## config.mk

```make
export PLATFORM = sky130hd
export DESIGN_NAME = victim_selector
export DESIGN_NICKNAME = d
export VERILOG_FILES = /design/src/rtl/vsel_pkg.sv /design/src/rtl/vsel_lru_store.sv /design/src/rtl/vsel_fifo_store.sv /design/src/rtl/vsel_rng.sv /design/src/rtl/victim_selector.sv
export SDC_FILE = /design/constraint.sdc
export NUM_CORES = 1
export LEC_CHECK = 0
export CORE_MARGIN = 5
export CORE_UTILIZATION = 33
export DETAILED_ROUTE_END_ITERATION = 6
export DONT_BUFFER_PORTS = 1
export GPL_TIMING_DRIVEN = 0
export SLEW_MARGIN = 5
export SYNTH_ARGS = -nofsm -noshare
export SYNTH_HDL_FRONTEND = slang
export SYNTH_HIERARCHICAL = 1
export SYNTH_SLANG_ARGS = --single-unit
```

## constraint.sdc

```tcl
create_clock -name clk -period 6.8 [get_ports clk]
set_clock_uncertainty 0.05 [all_clocks]
set_input_delay 2.04 -clock clk [delete_from_list [all_inputs] [get_ports clk]]
set_output_delay 2.04 -clock clk [all_outputs]
set_load 0.01 [all_outputs]
```

## src/rtl/vsel_pkg.sv

```systemverilog
package vsel_pkg;

    typedef enum logic [1:0] {
        POL_LRU     = 2'd0,
        POL_FIFO    = 2'd1,
        POL_RAND    = 2'd2,
        POL_LRU_ALT = 2'd3
    } policy_e;

    localparam int          RNG_W    = 16;
    localparam logic [15:0] RNG_MASK = 16'hB400;
    localparam logic [15:0] RNG_SEED = 16'hACE1;

    function automatic logic [RNG_W-1:0] rng_next(input logic [RNG_W-1:0] s);
        logic [RNG_W-1:0] sh;
        sh = s >> 1;
        return s[0] ? (sh ^ RNG_MASK) : sh;
    endfunction

endpackage

```

## src/rtl/vsel_lru_store.sv

```systemverilog
module vsel_lru_store #(
    parameter int WAYS = 4,
    parameter int SETS = 16,
    localparam int WAY_W = $clog2(WAYS),
    localparam int SET_W = $clog2(SETS)
) (
    input  logic             clk,
    input  logic             rst,
    input  logic             upd_en,
    input  logic [SET_W-1:0] upd_set,
    input  logic [WAY_W-1:0] upd_way,
    output logic [WAY_W-1:0] tail_way
);
    logic [WAY_W-1:0] order_q [SETS][WAYS];
    logic [WAY_W-1:0] cur     [WAYS];
    logic [WAY_W-1:0] moved   [WAYS];
    logic [WAYS-1:0]  passed;

    always_comb begin
        for (int i = 0; i < WAYS; i++) cur[i] = order_q[upd_set][i];
    end

    // passed[i]: the touched way sits at a position strictly before i
    assign passed[0] = 1'b0;
    generate
        for (genvar g = 1; g < WAYS; g++) begin : g_scan
            assign passed[g] = passed[g-1] | (cur[g-1] == upd_way);
        end
    endgenerate

    always_comb begin
        moved[0] = upd_way;
        for (int i = 1; i < WAYS; i++) begin
            moved[i] = passed[i] ? cur[i] : cur[i-1];
        end
    end

    always_ff @(posedge clk) begin
        if (rst) begin
            for (int s = 0; s < SETS; s++)
                for (int i = 0; i < WAYS; i++)
                    order_q[s][i] <= WAY_W'(i);
        end else if (upd_en) begin
            for (int i = 0; i < WAYS; i++)
                order_q[upd_set][i] <= moved[i];
        end
    end

    assign tail_way = cur[WAYS-1];

endmodule

```

## src/rtl/vsel_fifo_store.sv

```systemverilog
module vsel_fifo_store #(
    parameter int WAYS = 4,
    parameter int SETS = 16,
    localparam int WAY_W = $clog2(WAYS),
    localparam int SET_W = $clog2(SETS)
) (
    input  logic             clk,
    input  logic             rst,
    input  logic             adv_en,
    input  logic [SET_W-1:0] sel_set,
    output logic [WAY_W-1:0] ptr_way
);
    logic [WAY_W-1:0] ptr_q [SETS];

    always_ff @(posedge clk) begin
        if (rst) begin
            for (int s = 0; s < SETS; s++) ptr_q[s] <= '0;
        end else if (adv_en) begin
            ptr_q[sel_set] <= ptr_q[sel_set] + 1'b1;
        end
    end

    assign ptr_way = ptr_q[sel_set];

endmodule

```

## src/rtl/vsel_rng.sv

```systemverilog
module vsel_rng
    import vsel_pkg::*;
#(
    parameter int WAYS = 4,
    localparam int WAY_W = $clog2(WAYS)
) (
    input  logic             clk,
    input  logic             rst,
    input  logic             step,
    output logic [WAY_W-1:0] pick
);
    logic [RNG_W-1:0] state_q;

    always_ff @(posedge clk) begin
        if (rst)       state_q <= RNG_SEED;
        else if (step) state_q <= rng_next(state_q);
    end

    assign pick = state_q[WAY_W-1:0];

endmodule

```

## src/rtl/victim_selector.sv

```systemverilog
module victim_selector
    import vsel_pkg::*;
#(
    parameter int WAYS = 4,
    parameter int SETS = 16,
    localparam int WAY_W = $clog2(WAYS),
    localparam int SET_W = $clog2(SETS)
) (
    input  logic             clk,
    input  logic             rst,
    input  logic             acc_valid,
    input  logic [SET_W-1:0] acc_set,
    input  logic             acc_hit,
    input  logic [WAY_W-1:0] acc_way,
    input  logic [1:0]       policy,
    output logic             victim_valid,
    output logic [WAY_W-1:0] victim_way
);
    logic             miss;
    logic [WAY_W-1:0] lru_pick, fifo_pick, rng_pick, touch_way;
    policy_e          pol;

    assign miss = acc_valid & ~acc_hit;
    assign pol  = policy_e'(policy);

    vsel_lru_store #(.WAYS(WAYS), .SETS(SETS)) u_lru (
        .clk(clk), .rst(rst), .upd_en(acc_valid), .upd_set(acc_set),
        .upd_way(touch_way), .tail_way(lru_pick)
    );

    vsel_fifo_store #(.WAYS(WAYS), .SETS(SETS)) u_fifo (
        .clk(clk), .rst(rst), .adv_en(miss), .sel_set(acc_set),
        .ptr_way(fifo_pick)
    );

    vsel_rng #(.WAYS(WAYS)) u_rng (
        .clk(clk), .rst(rst), .step(miss), .pick(rng_pick)
    );

    always_comb begin
        unique case (pol)
            POL_FIFO: victim_way = fifo_pick;
            POL_RAND: victim_way = rng_pick;
            default:  victim_way = lru_pick;
        endcase
    end

    assign touch_way    = acc_hit ? acc_way : victim_way;
    assign victim_valid = miss;

endmodule

```

* Word level (Yosys, flattened, before mapping)
Memory sizes are Yosys's and may differ from the RTL's. Index checks and enable logic that the tools add are counted. Widths: inputs -> output; s select.
Word-level totals: output and inout bits 3, register bits after elaboration 16, bits in latches 0, input port bits 12, memories kept 2, RAM bits 160, memory bits (read-only) 0
Operators by class: bitwise gates (word level) 5, $add $sub $neg 1, eq/ne operators 5, multiply operators 0, reductions and logical operators 2, order comparisons 0, divide/modulo/power cells 0, muxes and demuxes 20, shifts and indexed selects 0
Memories:
- u_lru.order_q | depth 16, bits a word 8, read ports 1, clocked after Yosys merged registers in 0, wr ports 16, RTL line vsel_lru_store.sv:14 | logic [WAY_W-1:0] order_q [SETS][WAYS];
- u_fifo.ptr_q | depth 16, bits a word 2, read ports 1, clocked after Yosys merged registers in 0, wr ports 16, RTL line vsel_fifo_store.sv:13 | logic [WAY_W-1:0] ptr_q [SETS];
Operators with widths (number):
- $mux 16 | 1
- $mux 1 | 10
- $mux 2 | 5
- $mux 4 | 2
- $mux 8 | 1
- $reduce_or 8->1 | 1
- $eq 2x2->1 | 3
- $not 3->4 | 1
- $pmux 2 s2 | 1
- $add 2x1->2 const B | 1
- $eq 2x1->1 const B | 1
- $eq 2x2->1 const B | 1
- $or 1x1->1 | 2
- $reduce_or 2->1 | 1
- $and 1x1->1 | 1
- $not 1->1 | 1

* Depth between registers and ports, before layout
Gate-level depths: netlist of the first run.
word-level depth 8, gate-level depth with buffers 16

* Cells and area by module
Netlist of the first run, hierarchy kept.
Modules (own cells, without submodules):
- vsel_lru_store | area an instance 6251.0 um^2, instances 1, cells an instance 453
- vsel_fifo_store | area an instance 1679.1 um^2, instances 1, cells an instance 126
- vsel_rng | area an instance 645.6 um^2, instances 1, cells an instance 58
- victim_selector | area an instance 101.3 um^2, instances 1, cells an instance 15

* Worst setup path after synthesis of the first run
No wires, ideal clock.
kind input port to output port, from input port acc_set[0], to output port victim_way[1], path buffers 3, arrival time 3.957 ns, required time 4.710 ns, path slack 0.753 ns, cell stages on the path 7, path through buf_2 -> buf_4 -> buf_2 -> mux4_2 -> mux4_2 -> and2b_2 -> nor2_1
Between the ends: word-level cells in the longest chain between the ends 2, elaborated cells between the ends (all ways) 3, classes of those cells 1 x mux; 2 x memory
RTL lines:
- from (decl) | RTL line victim_selector.sv:12 | input logic [SET_W-1:0] acc_set,
- $mem_v2 16x8
- named net lru_pick[1] | RTL line victim_selector.sv:20 | logic [WAY_W-1:0] lru_pick, fifo_pick, rng_pick, touch_way;
- $pmux 2 s2 | RTL line victim_selector.sv:41 | unique case (pol)
- to (decl) | RTL line victim_selector.sv:17 | output logic [WAY_W-1:0] victim_way
The timed path passes the listed nets, and every way through them passes these cells.

* Final worst setup path of the first run
Ends and elaborated chain as after synthesis.

==> results of run 1 <==
-- cells in the mapped netlist (2+ instances only) --
cell type  instances  area [um^2]
o21ai_1           20          100
and2b_2            5         43.8
buf_4              5         37.5
o31ai_1            3         22.5
and4b_1            2         20.0
a211o_1            6         52.6
nand2_1           66          248
nand2b_1          38          238
nand3_1            9         45.0
o21ai_0           12         60.1
a221oi_1           2         17.5
a211oi_1           2         15.0
xor2_2             3         48.8
mux2_2             9          101
buf_6              4         45.0
and2_1             5         31.3
mux2i_1           15          150
nor3_1             8         40.0
and3_1            13         81.3
mux2_4             3         45.0
a211oi_2           3         37.5
mux2i_4            3         67.6
xnor2_2            2         32.5
xnor2_1            5         43.8
nor2b_1           11         68.8
edfxtp_1         160         4800
a21oi_1            2         10.0
mux4_1             8          210
dfxtp_1           16          320
o21a_1             3         22.5
o2bb2ai_2          2         30.0
mux4_2            34          766
buf_2             15         75.1
clkbuf_1          17         63.8
inv_1              4         15.0
ha_1               2         25.0
nor4b_1            2         17.5
buf_1              2         7.51
nor2_1           110          413
-- worst max path at each step --
stage / startpoint / endpoint
final: acc_set[0] / victim_way[1]
after global routing: acc_set[0] / victim_way[1]
after CTS: acc_set[0] / victim_way[1]
after detailed placement: acc_set[0] / u_lru/order_q[5][1]
after global placement: acc_set[0] / u_lru/order_q[1][1]
after floorplan: acc_set[0] / victim_way[1]
-- power breakdown --
group	switching, mW	internal (mW)	total, mW	leakage [nW]
Clock	0.399	0.495	0.894	0.251
Sequential	0.0117	1.21	1.22	1.57
Combinational	0.191	0.108	0.299	1.29
-- flip-flops by register name, indices dropped and copies added (netlist names) --
name / count
u_lru/order_q: 128
u_fifo/ptr_q: 32
u_rng/state_q: 16
-- cells by family after synthesis --
| group | after synthesis | share of synthesized area |
|---|---|---|
| buf+inv | 49 | 0.0310 |
| simple gates | 280 | 0.155 |
| fa+ha+maj | 2 | 0.00288 |
| flops | 176 | 0.591 |
| compound gates | 63 | 0.0521 |
| mux | 72 | 0.154 |
| xor+xnor | 10 | 0.0144 |
-- stage by stage --
step	setup WS, ps	power [mW]	instance area [um^2]	hold slack, ps
after global placement	27.3	1.54	9100	396
final	309	2.41	9620	412
after CTS	242	2.44	9620	419
after detailed placement	40.1	1.54	9100	401
after floorplan	753	1.46	8680	381
after global routing	184	2.50	9620	446
-- worst max-delay path, delay by kind of cell --
family        cells  cell delay, ps
mux               2            1160
buf+inv           3             840
simple gates      2             330
-- area by class of cell --
type | count | area (um^2) | share of cell area
Inverter | 4 | 15.0 | 0.00156
Clock buffer | 18 | 429 | 0.0446
Sequential cell | 176 | 5120 | 0.533
Multi-Input combinational cell | 427 | 3280 | 0.341
Buffer | 45 | 254 | 0.0264
Clock inverter | 10 | 93.8 | 0.00976
Tap cell | 335 | 419 | 0.0436
-- routing by layer --
metal  GRT usage  vias to the layer above  wire [um]  share of wire
met2       0.233                      141      10100           0.49
met3      0.0295                       20        962          0.047
met5           0                        -          0              0
met4      0.0407                        0        312          0.015
li1            -                     2443          -              -
met1       0.194                     2704       9140           0.44
==> impl_metrics.ini, run 1 <==
[place]
io_buffers = 0
numPlacedInstances = 987
globalplace.congestion = 0.798
hpwl_after_dpl_um = 15100

[setup_path]
category_of_the_critical_setup_timing_path = in -> out
max_stage_delay_ps = 580
critical_path_arrival_ps = 4400
critical_path_start_type = input pin
critical-path-slowest-cell = mux4_2
length_in_cells_of_the_worst_reg_to_reg_path = 13
crit_path_cell_trace = buf_2 > buf_4 > buf_2 > mux4_2 > mux4_2 > and2b_2 > nor2_1
timing.reg2reg.setup_slack_ps = 2370
worstSetupEndpointType = output port
r2r-start = u_fifo/ptr_q[11][0]
worst-endpoint-required_ps = 4710
endpoint_of_the_most_critical_register_to_register_path = u_lru/order_q[5][1]
critical_path.max_fanout = 10

[global_route]
grt_start_max_net_pins = 17
grt_pass1_vias = 5338
track_usage = 0.143
initial_antenna_violation_count = 0
grt_pass1_wl_um = 31300
grt_overflow_total = 0

[timing]
finalCritPeriodShare = 0.955
worst_slew_margin = 0.284
summed_negative_setup_slack_over_all_endpoints_ps = 0
fmaxAchievable_mhz = 154
report.final.hold_viol_count = 0
worst_pin_slew_ps = 1070
fin_crit_ps = 6490
total_of_endpoints_with_negative_setup_slack_in_the_final_report = 0
number_of_max_slew_violations_in_the_final_report = 0
rsz0062_at_grt = false

[cells_and_area]
drive_above_1_share = 0.184
layout_commonest_cell = edfxtp_1
filler_cell_count = 2543
most-common-layout-cells = edfxtp_1, nor2_1, nand2_1, nand2b_1, mux4_2
insertedDiodeCount = 0
layout-area-overhead-vs-synth_pct = 10.9
utilization = 0.370
finalNonFillerCells = 1015
final_nets = 685

[routing]
routed_wl_um = 20500
detailroute.via_count = 5308
dr.first_iter.drc_count = 525
detail_route.first_pass.iterations = 5
drc_errors = 0
viasPerCell = 5.23
wl_per_cell_um = 20.2
antenna_violating_nets_post_route = 0

[floorplanning]
start_util = 0.334
area_of_the_core_um2 = 26000
row_count = 59
chipHeight_um = 172
design.die.area_um2 = 29600
die_w_um = 172
io_count = 15

[logic_synthesis]
mappedNetlistArea_um2 = 8680
yosys_most_used_dff = edfxtp_1
syn_inst = 652
seq_area_frac_synth = 0.591
yosys_warnings = 6
distinct_cell_type_count_after_synthesis = 60
ys_ff_latch = 176
asyncSetResetFlopFracSynth = 0
syn-mean-instance-area_um2 = 13.3
synthesis.nets = 666
synth_edf_count = 160

[min_path]
cell_depth_of_the_worst_hold_path = 1
hp-class = reg -> reg
worst_hold_startpoint = u_rng/state_q[7]
min_to = u_rng/state_q[6]

[clock_tree]
post_cts_resized = 0
tritoncts.num_buffers = 17
clock_insertion_delay_worst_skew_ps = 430
clkTransAtPathRegs_ps = 60
max-clock-path-buffers = 2
clock_sink_count = 176
cts_tree = yes
cts_hold_repair.buffers = 0
cts.repair_timing.setup_buffer_count = 0
ctsHtreeMaxLevel = 4
cts.root.buffer_cell = clkbuf_16

[power_and_ir_drop]
total_leakage_power_nw = 3.10
power_density_nw_per_um2 = 251
vdd_ir_drop_max_mv = 0.149

[outcome]
status = finished clean

[run]
maxCapViolations = 0
Note: power is estimated with default switching activity, not from simulation.
==> run 2, diff against run 1 <==
Settings changed: PLACE_DENSITY_LB_ADDON set to 0.25.
==> impl_metrics.ini, run 2 (same netlist as run 1, synthesis figures left out) <==
[cells_and_area]
reg_top3 = u_lru/order_q (128), u_fifo/ptr_q (32), u_rng/state_q (16)
insertedDiodeCount = 0
final_nets = 685
most-common-layout-cells = edfxtp_1, nor2_1, nand2_1, nand2b_1, mux4_2
largest_register = u_lru/order_q
utilization = 0.373
layout-area-overhead-vs-synth_pct = 11.7
layout_commonest_cell = edfxtp_1
max_ffs_per_register = 128
finalNonFillerCells = 1019
drive_above_1_share = 0.190

[timing]
number_of_max_slew_violations_in_the_final_report = 0
fmaxAchievable_mhz = 152
total_of_endpoints_with_negative_setup_slack_in_the_final_report = 0
report.final.hold_viol_count = 0
summed_negative_setup_slack_over_all_endpoints_ps = 0
finalCritPeriodShare = 0.970
rsz0062_at_grt = false
worst_pin_slew_ps = 980
worst_slew_margin = 0.341
fin_crit_ps = 6600

[outcome]
status = finished clean

[clock_tree]
ctsHtreeMaxLevel = 4
cts_hold_repair.buffers = 0
cts.repair_timing.setup_buffer_count = 0
max-clock-path-buffers = 2
clock_sink_count = 176
clkTransAtPathRegs_ps = 80
tritoncts.num_buffers = 17
clock_insertion_delay_worst_skew_ps = 430
post_cts_resized = 0
cts.root.buffer_cell = clkbuf_16
cts_tree = yes

[place]
hpwl_after_dpl_um = 16000
globalplace.congestion = 0.805
numPlacedInstances = 987
io_buffers = 0

[setup_path]
critical_path.max_fanout = 10
critical_path_start_type = input pin
category_of_the_critical_setup_timing_path = in -> out
worstSetupEndpointType = output port
critical_path_arrival_ps = 4510
worst-endpoint-required_ps = 4710

[power_and_ir_drop]
power.internal_mw = 1.84
p_sw_frac = 0.266
power_density_nw_per_um2 = 259
pwr-share-clk = 0.393
seq_power_share = 0.487
power.net_switching_mw = 0.667
share_comb_of_total_power = 0.121
vdd_ir_drop_max_mv = 0.162
total_leakage_power_nw = 3.14

[global_route]
track_usage = 0.149
grt_pass1_vias = 5470
grt_pass1_wl_um = 33100
grt_start_max_net_pins = 19
grt_overflow_total = 0
initial_antenna_violation_count = 0

[min_path]
hp-class = reg -> reg

[routing]
viasPerCell = 5.31
dr.first_iter.drc_count = 586
wl_per_cell_um = 21.1
routed_wl_um = 21500
antenna_violating_nets_post_route = 0
drc_errors = 0
detail_route.first_pass.iterations = 5
detailroute.via_count = 5413

[floorplanning]
area_of_the_core_um2 = 26000
die_w_um = 172
io_count = 15
chipHeight_um = 172
start_util = 0.334
design.die.area_um2 = 29600
row_count = 59

[run]
maxCapViolations = 0
-- run 2: cell count changes in the layout (fill, tap and decap cells not counted), sizes merged --
cell and delta:
clkinv -1, clkinvlp -1, inv +7, clkbuf -1
-- run 2: critical path: stages --
cell and delay [ps]:
buf_2 210, buf_4 320, buf_2 400, mux4_2 610, mux4_2 590, and2b_2 260
nor2_1 70
-- run 2: final cells by class --
class	instances	area (um^2)
Fill cell	2535	16300
Sequential cell	176	5120
Multi-Input combinational cell	427	3280
Clock buffer	17	425
Tap cell	335	419
Buffer	45	254
Clock inverter	15	169
Inverter	4	15.0
-- run 2: path summary, 6_finish.rpt --
kind,from,to,slack [ps],cells past startpoint
worst max-delay path,acc_set[0],victim_way[1],200,7
worst max register to register,u_fifo/ptr_q[10][0],u_lru/order_q[3][2],2450,13
worst min register to register,u_rng/state_q[6],u_rng/state_q[5],420,1
worst min-delay path,u_rng/state_q[6],u_rng/state_q[5],420,1
-- run 2: per-layer routing --
metal / part of all wire / track usage / wire [um] / up-vias
li1: - / - / - / 2447
met1: 0.44 / 0.205 / 9480 / 2770
met2: 0.48 / 0.242 / 10400 / 182
met3: 0.068 / 0.0368 / 1470 / 14
met4: 0.0078 / 0.0280 / 168 / 0
met5: 0 / 0 / 0 / -
-- run 2: power groups by stage --
stage / clock network [mW] / registers [mW] / logic, mW
floorplan: 0 / 1.24 / 0.224
global placement: 0 / 1.24 / 0.298
detailed placement: 0 / 1.24 / 0.303
CTS: 1.00 / 1.22 / 0.305
global route: 1.05 / 1.22 / 0.326
finish: 0.984 / 1.22 / 0.303
-- run 2: per-stage QoR --
stage	instance area, um^2	power [mW]	setup slack, ps	hold slack (ps)
after floorplan	8680	1.46	753	381
after global placement	9100	1.54	47.2	394
after detailed placement	9100	1.55	8.47	405
after CTS	9690	2.53	168	423
after global routing	9690	2.60	61.1	430
final	9690	2.51	203	425
==> run 3, diff against run 2 <==
Settings changed: GPL_ROUTABILITY_DRIVEN set to 0, MAX_ROUTING_LAYER set to met4, SLEW_MARGIN 5 to 15.
==> impl_metrics.ini, run 3 (same netlist as run 1, synthesis figures left out) <==
[outcome]
status = finished clean

[timing]
number_of_max_slew_violations_in_the_final_report = 0
worst_slew_margin = 0.340
hold_ws_ps = 424
summed_negative_setup_slack_over_all_endpoints_ps = 0
report.final.hold_viol_count = 0
worst_pin_slew_ps = 982
fin_crit_ps = 6580
finalCritPeriodShare = 0.968
fmaxAchievable_mhz = 152
rsz0062_at_grt = false
total_of_endpoints_with_negative_setup_slack_in_the_final_report = 0
postLayoutSetupSlackWorst_ps = 217

[floorplanning]
row_count = 59
io_count = 15
area_of_the_core_um2 = 26000
chipHeight_um = 172
start_util = 0.334
design.die.area_um2 = 29600
die_w_um = 172

[clock_tree]
cts_hold_repair.buffers = 0
ctsHtreeMaxLevel = 4
post_cts_resized = 0
clock_sink_count = 176
clock_insertion_delay_worst_skew_ps = 430
tritoncts.num_buffers = 17
cts.repair_timing.setup_buffer_count = 0
clkTransAtPathRegs_ps = 70
cts.root.buffer_cell = clkbuf_16
cts_tree = yes
max-clock-path-buffers = 2

[routing]
detailroute.via_count = 5414
drc_errors = 0
viasPerCell = 5.31
dr.first_iter.drc_count = 620
detail_route.first_pass.iterations = 5
antenna_violating_nets_post_route = 0
routed_wl_um = 21400
wl_per_cell_um = 21.0

[cells_and_area]
insertedDiodeCount = 0
reg_top3 = u_lru/order_q (128), u_fifo/ptr_q (32), u_rng/state_q (16)
filler_cell_count = 2535
final_nets = 685
layout-area-overhead-vs-synth_pct = 11.7
largest_register = u_lru/order_q
utilization = 0.373
max_ffs_per_register = 128
drive_above_1_share = 0.190
layout_commonest_cell = edfxtp_1
most-common-layout-cells = edfxtp_1, nor2_1, nand2_1, nand2b_1, mux4_2
finalNonFillerCells = 1019

[global_route]
grt_overflow_total = 0
track_usage = 0.153
grt_start_max_net_pins = 19
grt_pass1_wl_um = 33100
grt_pass1_vias = 5483
initial_antenna_violation_count = 0

[power_and_ir_drop]
total_leakage_power_nw = 3.14
power_density_nw_per_um2 = 258
vdd_ir_drop_max_mv = 0.161

[min_path]
hp-class = reg -> reg

[setup_path]
critical_path.max_fanout = 10
worstSetupEndpointType = output port
critical_path_start_type = input pin
category_of_the_critical_setup_timing_path = in -> out
critical_path_arrival_ps = 4490
worst-endpoint-required_ps = 4710

[run]
maxCapViolations = 0

[place]
placement.setup.worst_slack_ps = 8.47
hpwl_after_dpl_um = 16000
io_buffers = 0
numPlacedInstances = 987
[run 3: cell counts in the layout (fill, tap and decap cells not counted)]
Identical to the previous run, type by type.
[run 3: per-layer routing]
layer | part of all wire | wire, um | vias up | GRT usage
met5 | 0 | 0 | - | -
met4 | 0.0095 | 202 | 0 | 0.0280
met3 | 0.075 | 1600 | 22 | 0.0368
met2 | 0.48 | 10300 | 204 | 0.242
met1 | 0.43 | 9280 | 2742 | 0.205
li1 | - | - | 2446 | -
[run 3: final timing paths]
check                           start                   to  slack (ps)  cells past startpoint
setup / recovery           acc_set[0]        victim_way[1]         220                      7
hold / removal       u_rng/state_q[7]     u_rng/state_q[6]         420                      1
setup reg to reg  u_fifo/ptr_q[10][0]  u_lru/order_q[3][2]        2450                     13
hold reg to reg      u_rng/state_q[7]     u_rng/state_q[6]         420                      1
[run 3: final cells by class]
class	count	area (um^2)	area share
Sequential cell	176	5120	0.529
Multi-Input combinational cell	427	3280	0.339
Clock buffer	17	425	0.0439
Tap cell	335	419	0.0433
Buffer	45	254	0.0262
Clock inverter	15	169	0.0174
Inverter	4	15.0	0.00155
[run 3: worst max-delay path, cell delays in order]
cell and delay [ps]:
buf_2 210, buf_4 320, buf_2 390, mux4_2 600, mux4_2 590, and2b_2 260, nor2_1 70
[run 3: stage by stage]
step           area (um^2)  total power, mW
2_1_floorplan         8680             1.46
3_3_place_gp          9100             1.54
3_5_place_dp          9100             1.55
4_1_cts               9690             2.53
5_1_grt               9690             2.60
6_report              9690             2.50
[run 3: power by group]
part	switching [mW]	internal (mW)
Clock	0.455	0.526
Combinational	0.195	0.108
Sequential	0.0129	1.21
Total	0.663	1.84
